File: src/rtl/gpio_mixport_pkg.sv
package gpio_mixport_pkg;

  typedef enum logic [1:0] {
    MOD_OFF    = 2'b00,
    MOD_TOGGLE = 2'b01,
    MOD_CLEAR  = 2'b10,
    MOD_SET    = 2'b11
  } mod_mode_e;

endpackage

File: src/rtl/gpio_mixport_sync.sv
module gpio_mixport_sync #(
  parameter int WIDTH  = 4,
  parameter int STAGES = 2
) (
  input  logic             clk,
  input  logic             rst,
  input  logic [WIDTH-1:0] din,
  output logic [WIDTH-1:0] dout
);

  logic [STAGES-1:0][WIDTH-1:0] stg_q;

  always_ff @(posedge clk) begin
    if (rst) begin
      stg_q <= '0;
    end else begin
      stg_q[0] <= din;
      for (int i = 1; i < STAGES; i++) begin
        stg_q[i] <= stg_q[i-1];
      end
    end
  end

  assign dout = stg_q[STAGES-1];

endmodule

File: src/rtl/gpio_mixport_regs.sv
module gpio_mixport_regs #(
  parameter int              ADDR_W    = 8,
  parameter int              DATA_W    = 8,
  parameter int              PORT_W    = 4,
  parameter int              OUT_PIN   = 2,
  parameter logic [ADDR_W-1:0] ADDR_DATA = 8'h1B,
  parameter logic [ADDR_W-1:0] ADDR_CTRL = 8'h1A,
  parameter logic [ADDR_W-1:0] ADDR_PIN  = 8'h19
) (
  input  logic              clk,
  input  logic              rst,
  input  logic [ADDR_W-1:0] addr,
  input  logic              wr,
  input  logic              rd,
  input  logic [DATA_W-1:0] wdata,
  input  logic [PORT_W-1:0] pin_sync,
  output logic [PORT_W-1:0] latch_q,
  output logic [PORT_W-1:0] ctrl_q,
  output logic [DATA_W-1:0] rdata
);

  localparam int              PAD_W     = DATA_W - PORT_W;
  localparam logic [PORT_W-1:0] OUT_MASK  = PORT_W'(1) << OUT_PIN;
  localparam logic [PORT_W-1:0] LATCH_RST = OUT_MASK;

  logic              sel_data;
  logic              sel_ctrl;
  logic              sel_pin;
  logic [PORT_W-1:0] rd_nib;
  logic              unused_wdata_hi;

  assign sel_data        = (addr == ADDR_DATA);
  assign sel_ctrl        = (addr == ADDR_CTRL);
  assign sel_pin         = (addr == ADDR_PIN);
  assign unused_wdata_hi = ^wdata[DATA_W-1:PORT_W];

  always_ff @(posedge clk) begin
    if (rst) begin
      latch_q <= LATCH_RST;
      ctrl_q  <= '0;
    end else if (wr) begin
      if (sel_data) latch_q <= wdata[PORT_W-1:0];
      if (sel_ctrl) ctrl_q  <= wdata[PORT_W-1:0];
    end
  end

  always_comb begin
    rd_nib = '0;
    if (sel_data)      rd_nib = latch_q;
    else if (sel_ctrl) rd_nib = ctrl_q;
    else if (sel_pin)  rd_nib = pin_sync & ~OUT_MASK;
  end

  always_ff @(posedge clk) begin
    if (rst)     rdata <= '0;
    else if (rd) rdata <= {{PAD_W{1'b0}}, rd_nib};
    else         rdata <= '0;
  end

endmodule

File: src/rtl/gpio_mixport_bidir.sv
module gpio_mixport_bidir (
  input  logic clk,
  input  logic rst,
  input  logic dir,
  input  logic latch,
  output logic oe,
  output logic out,
  output logic pu
);

  logic oe_q;
  logic out_q;
  logic pu_q;

  always_ff @(posedge clk) begin
    if (rst) begin
      oe_q  <= 1'b0;
      out_q <= 1'b0;
      pu_q  <= 1'b0;
    end else begin
      oe_q  <= dir;
      out_q <= dir & latch;
      pu_q  <= ~dir & latch;
    end
  end

  // release the pad as soon as reset rises, clock or not
  assign oe  = oe_q & ~rst;
  assign pu  = pu_q & ~rst;
  assign out = out_q;

endmodule

File: src/rtl/gpio_mixport_mod.sv
module gpio_mixport_mod
  import gpio_mixport_pkg::*;
(
  input  logic       clk,
  input  logic       rst,
  input  logic [1:0] mode,
  input  logic       ovf,
  input  logic       latch_bit,
  output logic       q
);

  mod_mode_e mode_e;
  assign mode_e = mod_mode_e'(mode);

  always_ff @(posedge clk) begin
    if (rst) begin
      q <= 1'b1;
    end else begin
      unique case (mode_e)
        MOD_OFF:    q <= latch_bit;
        MOD_TOGGLE: if (ovf) q <= ~q;
        MOD_CLEAR:  if (ovf) q <= 1'b0;
        MOD_SET:    if (ovf) q <= 1'b1;
        default:    q <= q;
      endcase
    end
  end

endmodule

File: src/rtl/gpio_mixport.sv
module gpio_mixport #(
  parameter int              ADDR_W    = 8,
  parameter int              DATA_W    = 8,
  parameter int              PORT_W    = 4,
  parameter int              OUT_PIN   = 2,
  parameter int              SYNC_LEN  = 2,
  parameter logic [ADDR_W-1:0] ADDR_DATA = 8'h1B,
  parameter logic [ADDR_W-1:0] ADDR_CTRL = 8'h1A,
  parameter logic [ADDR_W-1:0] ADDR_PIN  = 8'h19
) (
  input  logic              clk,
  input  logic              rst,
  input  logic [ADDR_W-1:0] bus_addr,
  input  logic              bus_wr,
  input  logic              bus_rd,
  input  logic [DATA_W-1:0] bus_wdata,
  output logic [DATA_W-1:0] bus_rdata,
  input  logic [PORT_W-1:0] pad_in,
  output logic [PORT_W-1:0] pad_oe,
  output logic [PORT_W-1:0] pad_out,
  output logic [PORT_W-1:0] pad_pu,
  output logic              pad2_hc,
  input  logic [1:0]        mod_mode,
  input  logic              tmr_ovf
);

  logic [PORT_W-1:0] pin_sync;
  logic [PORT_W-1:0] latch_q;
  logic [PORT_W-1:0] ctrl_q;
  logic              mod_q;
  logic              hc_q;

  gpio_mixport_sync #(
    .WIDTH  (PORT_W),
    .STAGES (SYNC_LEN)
  ) u_sync (
    .clk  (clk),
    .rst  (rst),
    .din  (pad_in),
    .dout (pin_sync)
  );

  gpio_mixport_regs #(
    .ADDR_W    (ADDR_W),
    .DATA_W    (DATA_W),
    .PORT_W    (PORT_W),
    .OUT_PIN   (OUT_PIN),
    .ADDR_DATA (ADDR_DATA),
    .ADDR_CTRL (ADDR_CTRL),
    .ADDR_PIN  (ADDR_PIN)
  ) u_regs (
    .clk      (clk),
    .rst      (rst),
    .addr     (bus_addr),
    .wr       (bus_wr),
    .rd       (bus_rd),
    .wdata    (bus_wdata),
    .pin_sync (pin_sync),
    .latch_q  (latch_q),
    .ctrl_q   (ctrl_q),
    .rdata    (bus_rdata)
  );

  gpio_mixport_mod u_mod (
    .clk       (clk),
    .rst       (rst),
    .mode      (mod_mode),
    .ovf       (tmr_ovf),
    .latch_bit (latch_q[OUT_PIN]),
    .q         (mod_q)
  );

  // high-current enable shares the extra output stage
  always_ff @(posedge clk) begin
    if (rst) hc_q <= 1'b0;
    else     hc_q <= ctrl_q[OUT_PIN];
  end
  assign pad2_hc = hc_q;

  for (genvar n = 0; n < PORT_W; n++) begin : g_pin
    if (n == OUT_PIN) begin : g_led
      assign pad_oe[n]  = 1'b1;
      assign pad_out[n] = mod_q;
      assign pad_pu[n]  = 1'b0;
    end else begin : g_io
      gpio_mixport_bidir u_pin (
        .clk   (clk),
        .rst   (rst),
        .dir   (ctrl_q[n]),
        .latch (latch_q[n]),
        .oe    (pad_oe[n]),
        .out   (pad_out[n]),
        .pu    (pad_pu[n])
      );
    end
  end

endmodule

File: config.mk
export PLATFORM = sky130hd
export DESIGN_NAME = gpio_mixport
export DESIGN_NICKNAME = d
export VERILOG_FILES = /design/src/rtl/gpio_mixport_pkg.sv /design/src/rtl/gpio_mixport_sync.sv /design/src/rtl/gpio_mixport_regs.sv /design/src/rtl/gpio_mixport_bidir.sv /design/src/rtl/gpio_mixport_mod.sv /design/src/rtl/gpio_mixport.sv
export SDC_FILE = /design/constraint.sdc
export NUM_CORES = 1
export LEC_CHECK = 0
export BUFFER_PORTS_ARGS = -buffer_cell sky130_fd_sc_hd__buf_4
export CELL_PAD_IN_SITES_DETAIL_PLACEMENT = 1
export CELL_PAD_IN_SITES_GLOBAL_PLACEMENT = 2
export CORE_ASPECT_RATIO = 0.75
export CORE_MARGIN = 1.5
export CORE_UTILIZATION = 29
export CTS_CLUSTER_DIAMETER = 100
export DETAILED_ROUTE_END_ITERATION = 8
export PLACE_DENSITY_LB_ADDON = 0.2
export SLEW_MARGIN = 20
export SYNTH_ARGS = -nofsm -noshare
export SYNTH_HDL_FRONTEND = slang
export SYNTH_SLANG_ARGS = --single-unit
File: constraint.sdc
create_clock -name clk -period 4.2 [get_ports clk]
set_input_delay 1.26 -clock clk [delete_from_list [all_inputs] [get_ports clk]]
set_output_delay 1.26 -clock clk [all_outputs]
set_load 0.1 [all_outputs]
==> results of run 1 <==
path summary, 6_finish.rpt:
check / startpoint / end / slack [ns] / cells past startpoint
max: rst / pad_oe[3] / 1.02 / 3
min: u_sync.stg_q[1]$_SDFF_PP0_ / u_sync.dout[1]$_SDFF_PP0_ / 0.44 / 1
max reg2reg: u_regs.latch_q[1]$_SDFFE_PP0P_ / u_regs.rdata[1]$_SDFF_PP0_ / 3.31 / 3
min reg2reg: u_sync.stg_q[1]$_SDFF_PP0_ / u_sync.dout[1]$_SDFF_PP0_ / 0.44 / 1
critical path, stage by stage:
cell	delay [ns]
buf_4	0.20
nor2b_1	0.15
buf_4	0.30
per-stage QoR:
stage               setup WS [ns]  power [mW]  hold slack, ns  area, µm²
floorplan                    1.10       0.336           0.414       1210
global placement             1.03       0.351           0.427       1420
detailed placement          0.998       0.352           0.428       1420
CTS                          1.00       0.581           0.441       1510
global route                0.977       0.599           0.450       1510
finish                       1.02       0.574           0.438       1510
layout by cell type (no fill, tap or decap):
cell type	netlist	final
conb_1	2	6
mux2_2	3	3
nand2b_1	10	10
mux2_4	1	1
nor4bb_1	1	1
o21bai_1	1	1
dfxtp_1	29	29
nor4_4	1	1
clkbuf_8	0	6
nand3b_1	1	1
nor3_2	1	1
nand2_1	3	3
inv_1	7	7
a221o_1	1	1
nor2b_1	15	15
clkbuf_1	3	1
or4b_4	1	1
buf_4	16	36
nor2_1	12	12
o21ai_0	1	1
a22oi_1	3	3
mux2i_1	8	8
nor3_1	1	1
area by class of cell:
class	instances	share of cell area
repair buffers	36	0.179
flip-flops and latches	29	0.385
multi-input cells	70	0.316
clock buffers	7	0.0572
well taps	55	0.0456
inverters	7	0.0174
cells by family (layout without fill, tap and decap cells):
kind of cell / after synthesis / after routing / synth area share
flip-flops: 29 / 29 / 0.484
AND/OR/NAND/NOR: 46 / 46 / 0.234
multiplexers: 12 / 12 / 0.107
AO/OA/AOI/OAI: 6 / 6 / 0.0375
buffers and inverters: 26 / 50 / 0.131
other: 2 / 6 / 0.00626
state kept, by name, summed over array words and instances, names as in the netlist:
signal / cells
g_pin.g_io.u_pin.oe_q: 3
u_regs.ctrl_q: 4
g_pin.g_io.u_pin.out: 3
u_sync.stg_q: 3
pad2_hc: 1
u_mod.q: 1
g_pin.g_io.u_pin.pu_q: 3
u_regs.rdata: 4
u_sync.dout: 3
u_regs.latch_q: 4
cell usage after synthesis (2+ instances only):
library cell	instances	share of area
mux2i_1	8	0.067
nand2b_1	10	0.052
clkbuf_1	3	0.0094
nor2_1	12	0.038
nor2b_1	15	0.078
a22oi_1	3	0.019
inv_1	7	0.022
dfxtp_1	29	0.48
nand2_1	3	0.0094
conb_1	2	0.0063
buf_4	16	0.10
mux2_2	3	0.028
metal layers:
metal  wire [µm]  vias up
li1            -      418
met1        1030      390
met2        1090       30
met3         161        8
met4          70        0
met5           0        -
power by group through the flow:
stage,logic [mW],clock network [mW],registers [mW]
6_report,0.0652,0.229,0.280
2_1_floorplan,0.0502,0,0.286
3_5_place_dp,0.0659,0,0.286
4_1_cts,0.0660,0.235,0.280
5_1_grt,0.0695,0.249,0.280
3_3_place_gp,0.0649,0,0.286
==> results_dict.tcl, run 1 <==
set metrics [dict create \
    die_y_um 58.7 \
    fin_util 0.377 \
    hold_buffers 0 \
    power_density_nw_per_um2 380 \
    setup_viol 0 \
    pwr-share-seq 0.488 \
    drtIter0Drc 22 \
    nFillCells 472 \
    grt_pass1_wl_um 3980 \
    synth_edf_count 0 \
    use_met1 0.140 \
    area_growth_pct 25.8 \
    antenna_cells 0 \
    cts_buffers 5 \
    globalRoute.totalOverflow 0 \
    port_buffers 36 \
    clock_power_share 0.399 \
    hp-class "reg -> reg" \
    swShare 0.251 \
    cts.sinks 29 \
    final_cells 204 \
    track_usage 0.122 \
    ys_types 22 \
    wirelength_um 2350 \
    fin_crit_sh 0.757 \
    antenna_found_initial 0 \
    start_util 0.300 \
    syn_area_um2 1200 \
    clock_latency_ns 0.28 \
    num_vias 846 \
    ir_drop_uv 138 \
    die_w_um 77.3 \
    tightest_slew_ns 0.515 \
    gp_congestion 0.692 \
    place_inst 197 \
    cts_tree "built" \
    grt_max_degree 28 \
    drtPass1Iterations 4 \
    crit_fanout 27 \
    met2_usage 0.187 \
    drc 0 \
    status "finished clean" \
    cp.required_ns 2.94 \
    row_count 20 \
    grt.met3_usage 0.0481 \
    slew_viol_final 0 \
    first_global_vias 860 \
    pin_count 48 \
    post-cts-setup-buffer-count 0 \
    root_buffer "clkbuf_8" \
    p_int_uw 430 \
    critPathKind "in -> out" \
    dp_hpwl_um 1720 \
    synth_ff_type "dfxtp_1" \
    ys_ff_latch 29 \
    fmax_ghz 0.315 \
    switching_power_uw 144 \
    synth_warnings 0 \
    syn_area_per_cell_um2 9.92 \
    period_needed_ns 3.18 \
    end_kind "primary output" \
    final_antenna_net_count 0 \
    clk_pin_slew_ns 0.06 \
    relSlewSlack 0.654 \
    fin_setup_tns_ns 0 \
    synthCells 121 \
    wl_per_cell_um 11.5 \
    p_leak_nw 0.655 \
    cts-resized-gates 0 \
    drive_above_1_share 0.329 \
    routed_via_density 4.15 \
    ys_seq_area_frac 0.484 \
    multi_input_area_um2 477 \
    ff_latch_area_um2 581 \
    final_hold_viol_count 0 \
    cts_max_level 2 \
    fin_skew_ns 0.00319 \
    fp.coreArea_um2 4000 \
    nNetsFinal 176 \
    grt-busiest-layer "met2" \
    dieArea_um2 4540 \
    maxCapViolCount 0 \
    startpoint_type "input pin" \
    arrival_ns 1.92 \
    cts_max_path_buffers 2 \
    rsz0062_at_grt "false" \
    async_reset_ff_frac 0 \
    combPwrFrac 0.114 \
]
(Power assumes the default switching activity.)
==> run 2: changes to the inputs <==
ABC_AREA = 1   (was not set)
CORE_UTILIZATION = 23   (was 29)
clock period = 2.6 ns   (was 4.2 ns; I/O delays follow)
==> run 2 against run 1 <==
  * Die area grew 33%
  * Clock-buffer cell count grew 1
  * Worst hold slack worse by 0.033 ns
  * Critical endpoint is now pad_pu[0]
  * Global-route usage is 1.8 points lower
==> results_dict.tcl, run 2 <==
set metrics [dict create \
    drtIter0Drc 11 \
    cp.buffers_inverters 2 \
    slowest_stage "buf_4" \
    synthSimpleGateAreaFrac 0.317 \
    cts_max_level 2 \
    globalRoute.totalOverflow 0 \
    crit_fanout 24 \
    pin_count 48 \
    r2r_start "u_mod.q$_SDFFE_PP1P_" \
    fin_util 0.298 \
    cts-resized-gates 0 \
    ir_drop_uv 208 \
    layout_common_cells "buf_4 (36), nor2_1 (32), dfxtp_1 (29), inv_1 (27), nand2_1 (22)" \
    reg.largest.list "u_regs.ctrl_q x4, u_regs.latch_q x4, u_regs.rdata x4" \
    hp-class "reg -> reg" \
    maxCapViolCount 0 \
    power_density_nw_per_um2 570 \
    cts_buffers 5 \
    ys_top_cells_by_count "nor2_1 (32), dfxtp_1 (29), inv_1 (27), nand2_1 (22), buf_4 (16)" \
    first_global_vias 1038 \
    status "finished clean" \
    drc 0 \
    nFillCells 682 \
    num_vias 1067 \
    drive_above_1_share 0.268 \
    antenna_found_initial 0 \
    cts_tree "built" \
    hold_depth 2 \
    ys_seq_area_frac 0.453 \
    area_growth_pct 24.5 \
    fp.coreArea_um2 5350 \
    cts.sinks 29 \
    fin_skew_ns 0.00280 \
    track_usage 0.105 \
    cp.required_ns 1.82 \
    ys_ff_latch 29 \
    timing.rr.end "u_mod.q$_SDFFE_PP1P_" \
    arrival_ns 1.42 \
    path_common_cell "buf_4" \
    holdCritStartpoint "u_sync.stg_q[0]$_SDFF_PP0_" \
    rr_worst_depth 3 \
    fin_area_um2 1600 \
    synth_top_area_share 0.453 \
    fin_setup_tns_ns 0 \
    ys_types 20 \
    gp_congestion 0.672 \
    final_hold_viol_count 0 \
    yosys.area.top_type "dfxtp_1" \
    dpl_cell_area_um2 1520 \
    synth_edf_count 0 \
    worst_path_dominant_cell_family "buffers and inverters" \
    grt_pass1_wl_um 4640 \
    start_util 0.240 \
    fmax_ghz 0.455 \
    post-cts-setup-buffer-count 0 \
    final_antenna_net_count 0 \
    synthCells 170 \
    root_buffer "clkbuf_8" \
    hold_buffers 0 \
    period_needed_ns 2.20 \
    dp_hpwl_um 2160 \
    synth_compound_area_frac 0.0205 \
    clk_pin_slew_ns 0.06 \
    synth_top_family_by_area "simple AND/OR/NAND/NOR gates" \
    routed_via_density 3.91 \
    wl_per_cell_um 10.2 \
    antenna_cells 0 \
    critPathKind "in -> out" \
    synthMuxAreaShare 0 \
    hold_path_end "u_sync.dout[0]$_SDFF_PP0_" \
    synth_warnings 0 \
    clock_latency_ns 0.28 \
    die_w_um 89.2 \
    grt_max_degree 25 \
    wirelength_um 2780 \
    async_reset_ff_frac 0 \
    port_buffers 36 \
    yosysMostFrequentCell "nor2_1" \
    syn_area_per_cell_um2 7.54 \
    end_kind "primary output" \
    startpoint_type "input pin" \
    drtPass1Iterations 4 \
    ys_top_cells_by_area "dfxtp_1 (45%), buf_4 (9.4%), nor2_1 (9.4%)" \
    cts_max_path_buffers 2 \
    p_leak_nw 0.789 \
    synthAdderAreaFrac 0 \
    dieArea_um2 6040 \
    synth_ff_type "dfxtp_1" \
    slew_viol_final 0 \
    nNetsFinal 224 \
    r2r_slack_ns 1.79 \
    die_y_um 67.7 \
    synth_xor_area_frac 0 \
    setup_viol 0 \
    crit_chain "buf_4 > nor2_1 > buf_4" \
    layout_commonest_cell "buf_4" \
    fin_crit_sh 0.845 \
    rsz0062_at_grt "false" \
    syn_area_um2 1280 \
    critPathMaxStageDelay_ns 0.30 \
    row_count 23 \
]
[run 2: power breakdown]
part	switching, mW	leakage (nW)	internal, mW
Clock	0.158	0.0395	0.190
Sequential	0.00213	0.235	0.451
Combinational	0.0803	0.514	0.0296
[run 2: kinds of logic after synthesis]
family | Yosys count
AND/OR/NAND/NOR | 84
buffers and inverters | 51
flip-flops | 29
AO/OA/AOI/OAI | 4
other | 2
[run 2: cell type report]
class | count | area, µm² | share of cell area
Clock buffer | 8 | 80.1 | 0.0502
Inverter | 31 | 116 | 0.0729
Multi-Input combinational cell | 94 | 455 | 0.285
Sequential cell | 29 | 581 | 0.364
Tap cell | 75 | 93.8 | 0.0588
Timing Repair Buffer | 36 | 270 | 0.169
[run 2: worst reg2reg max path: stages (launching register included)]
cell and delay, ns:
dfxtp_1 0.34, inv_1 0.05, o211ai_1 0.14, o311ai_0 0.14
[run 2: layer usage]
| metal | share of wire | track usage | vias to the layer above |
|---|---|---|---|
| met5 | 0 | 0 | - |
| met4 | 0.019 | 0.0462 | 0 |
| met3 | 0.060 | 0.0416 | 8 |
| met2 | 0.46 | 0.174 | 30 |
| met1 | 0.46 | 0.119 | 487 |
| li1 | - | - | 542 |
[run 2: worst max path at each step]
stage	startpoint	end	cells after the start	slack [ns]
finish	rst	pad_pu[0]	3	0.40
floorplan	rst	pad_oe[0]	4	0.35
CTS	rst	pad_oe[1]	3	0.40
global placement	rst	pad_pu[3]	3	0.41
global route	rst	pad_oe[1]	3	0.36
detailed placement	rst	pad_oe[1]	3	0.40
[run 2: through the flow]
step                      cells  total power [mW]  hold WS [ns]  worst slack [ns]
final                       273             0.910         0.404             0.404
after global routing        273             0.952         0.434             0.357
after CTS                   273             0.926         0.405             0.397
after detailed placement    265             0.573         0.397             0.397
after global placement      265             0.572         0.393             0.410
after floorplan             174             0.546         0.388             0.350
==> run 3: changes to the inputs <==
clock period = 1.8 ns   (was 2.6 ns; I/O delays follow)
==> run 3 against run 2 <==
  * Sequential share of layout area shrank 0.31 points
  * Core utilization grew 0.26 points
  * Routed wire length grew 5.9%
  * Sequential power grew 44%
  * Combinational power grew 47%
  * Cell area grew 0.86%
  * First-iteration DRC count grew 91%
  * Clock skew grew 0.0029 ns
  * Clock-buffer cell count shrank 1
  * Critical path depth is the same
  * Worst setup slack lost 0.26 ns
  * Final cell count is the same
  * Critical endpoint unchanged
  * Largest cell class unchanged
==> results_dict.tcl, run 3 (synthesis gave the netlist of run 2 again) <==
set metrics [dict create \
    pin_count 48 \
    gp_congestion 0.697 \
    path_common_cell "buf_4" \
    grt_max_degree 15 \
    antenna_found_initial 0 \
    clock_latency_ns 0.28 \
    power_density_nw_per_um2 842 \
    arrival_ns 1.12 \
    fp.coreArea_um2 5350 \
    rsz0062_at_grt "false" \
    wirelength_um 2940 \
    start_util 0.240 \
    cts.sinks 29 \
    port_buffers 36 \
    place_inst 266 \
    ir_drop_uv 258 \
    hp-class "reg -> reg" \
    crit_fanout 13 \
    final_antenna_net_count 0 \
    final_hold_viol_count 0 \
    num_vias 1072 \
    die_y_um 67.7 \
    routed_via_density 3.93 \
    root_buffer "clkbuf_8" \
    clk_pin_slew_ns 0.06 \
    dp_hpwl_um 2320 \
    drive_above_1_share 0.278 \
    cts_tree "built" \
    cts_buffers 5 \
    fmax_ghz 0.604 \
    cts_max_level 2 \
    ff_latch_area_um2 581 \
    critPathKind "in -> out" \
    fin_crit_sh 0.920 \
    reg.largest.list "u_regs.ctrl_q x4, u_regs.latch_q x4, u_regs.rdata x4" \
    crit_chain "buf_4 > nor2_1 > buf_4" \
    layout_commonest_cell "buf_4" \
    dieArea_um2 6040 \
    die_w_um 89.2 \
    fin_setup_tns_ns 0 \
    drtIter0Drc 21 \
    cts_max_path_buffers 2 \
    final_cells 273 \
    slowest_stage "buf_4" \
    layout_common_cells "buf_4 (37), nor2_1 (32), dfxtp_1 (29), inv_1 (27), nand2_1 (22)" \
    p_leak_nw 0.798 \
    maxCapViolCount 0 \
    area_growth_pct 25.6 \
    hold_buffers 0 \
    first_global_vias 1097 \
    track_usage 0.111 \
    cts-resized-gates 0 \
    finalPower_mw 1.36 \
    setup_viol 0 \
    cp.required_ns 1.26 \
    critPathMaxStageDelay_ns 0.29 \
    nFillCells 664 \
    drc 0 \
    end_kind "primary output" \
    fin_skew_ns 0.00571 \
    multi_input_area_um2 455 \
    post-cts-setup-buffer-count 0 \
    antenna_cells 0 \
    wl_per_cell_um 10.8 \
    grt_pass1_wl_um 4850 \
    slew_viol_final 0 \
    startpoint_type "input pin" \
    status "finished clean" \
    globalRoute.totalOverflow 0 \
    row_count 23 \
    drtPass1Iterations 4 \
    nNetsFinal 225 \
    period_needed_ns 1.66 \
]
==> run 3: cell count changes in the layout (fill, tap and decap cells not counted) <==
| cell | change |
|---|---|
| clkbuf_1 | -2 |
| buf_4 | +1 |
| clkbuf_8 | +1 |
==> run 3: layout make-up <==
class / count / share of cell area
clock buffer: 7 / 0.0536
inverter: 31 / 0.0723
multi-input combinational: 94 / 0.283
sequential: 29 / 0.361
tap: 75 / 0.0583
timing repair buffer: 37 / 0.172
==> run 3: critical path: cells and delay by family <==
family | cells | cell delay, ns
AND/OR/NAND/NOR | 1 | 0.11
buffers and inverters | 2 | 0.45
==> run 3: through the flow <==
step / hold slack (ns) / utilization / instance area (µm²) / setup WS, ns
after global routing: 0.434 / 0.301 / 1610 / 0.0752
after CTS: 0.410 / 0.301 / 1610 / 0.135
after floorplan: 0.388 / - / 1300 / 0.0299
after global placement: 0.400 / 0.285 / 1520 / 0.143
after detailed placement: 0.399 / 0.285 / 1520 / 0.135
final: 0.406 / 0.301 / 1610 / 0.145
==> run 3: worst paths after layout <==
kind,depth (start not counted),slack [ns],endpoint,startpoint
min,2,0.41,u_sync.dout[1]$_SDFF_PP0_,u_sync.stg_q[1]$_SDFF_PP0_
max reg2reg,3,1.02,u_mod.q$_SDFFE_PP1P_,u_mod.q$_SDFFE_PP1P_
max,3,0.14,pad_pu[0],rst
min reg2reg,2,0.41,u_sync.dout[1]$_SDFF_PP0_,u_sync.stg_q[1]$_SDFF_PP0_
==> run 3: report_power, final <==
part	switching [mW]	leakage, nW	total (mW)	internal [mW]
combinational	0.118	0.519	0.162	0.0443
clock	0.237	0.0443	0.540	0.303
sequential	0.00281	0.235	0.653	0.651
==> run 3: per-layer routing <==
metal | track usage | part of all wire
met3 | 0.0403 | 0.063
met4 | 0.0519 | 0.019
met5 | 0 | 0
met2 | 0.194 | 0.49
met1 | 0.120 | 0.43
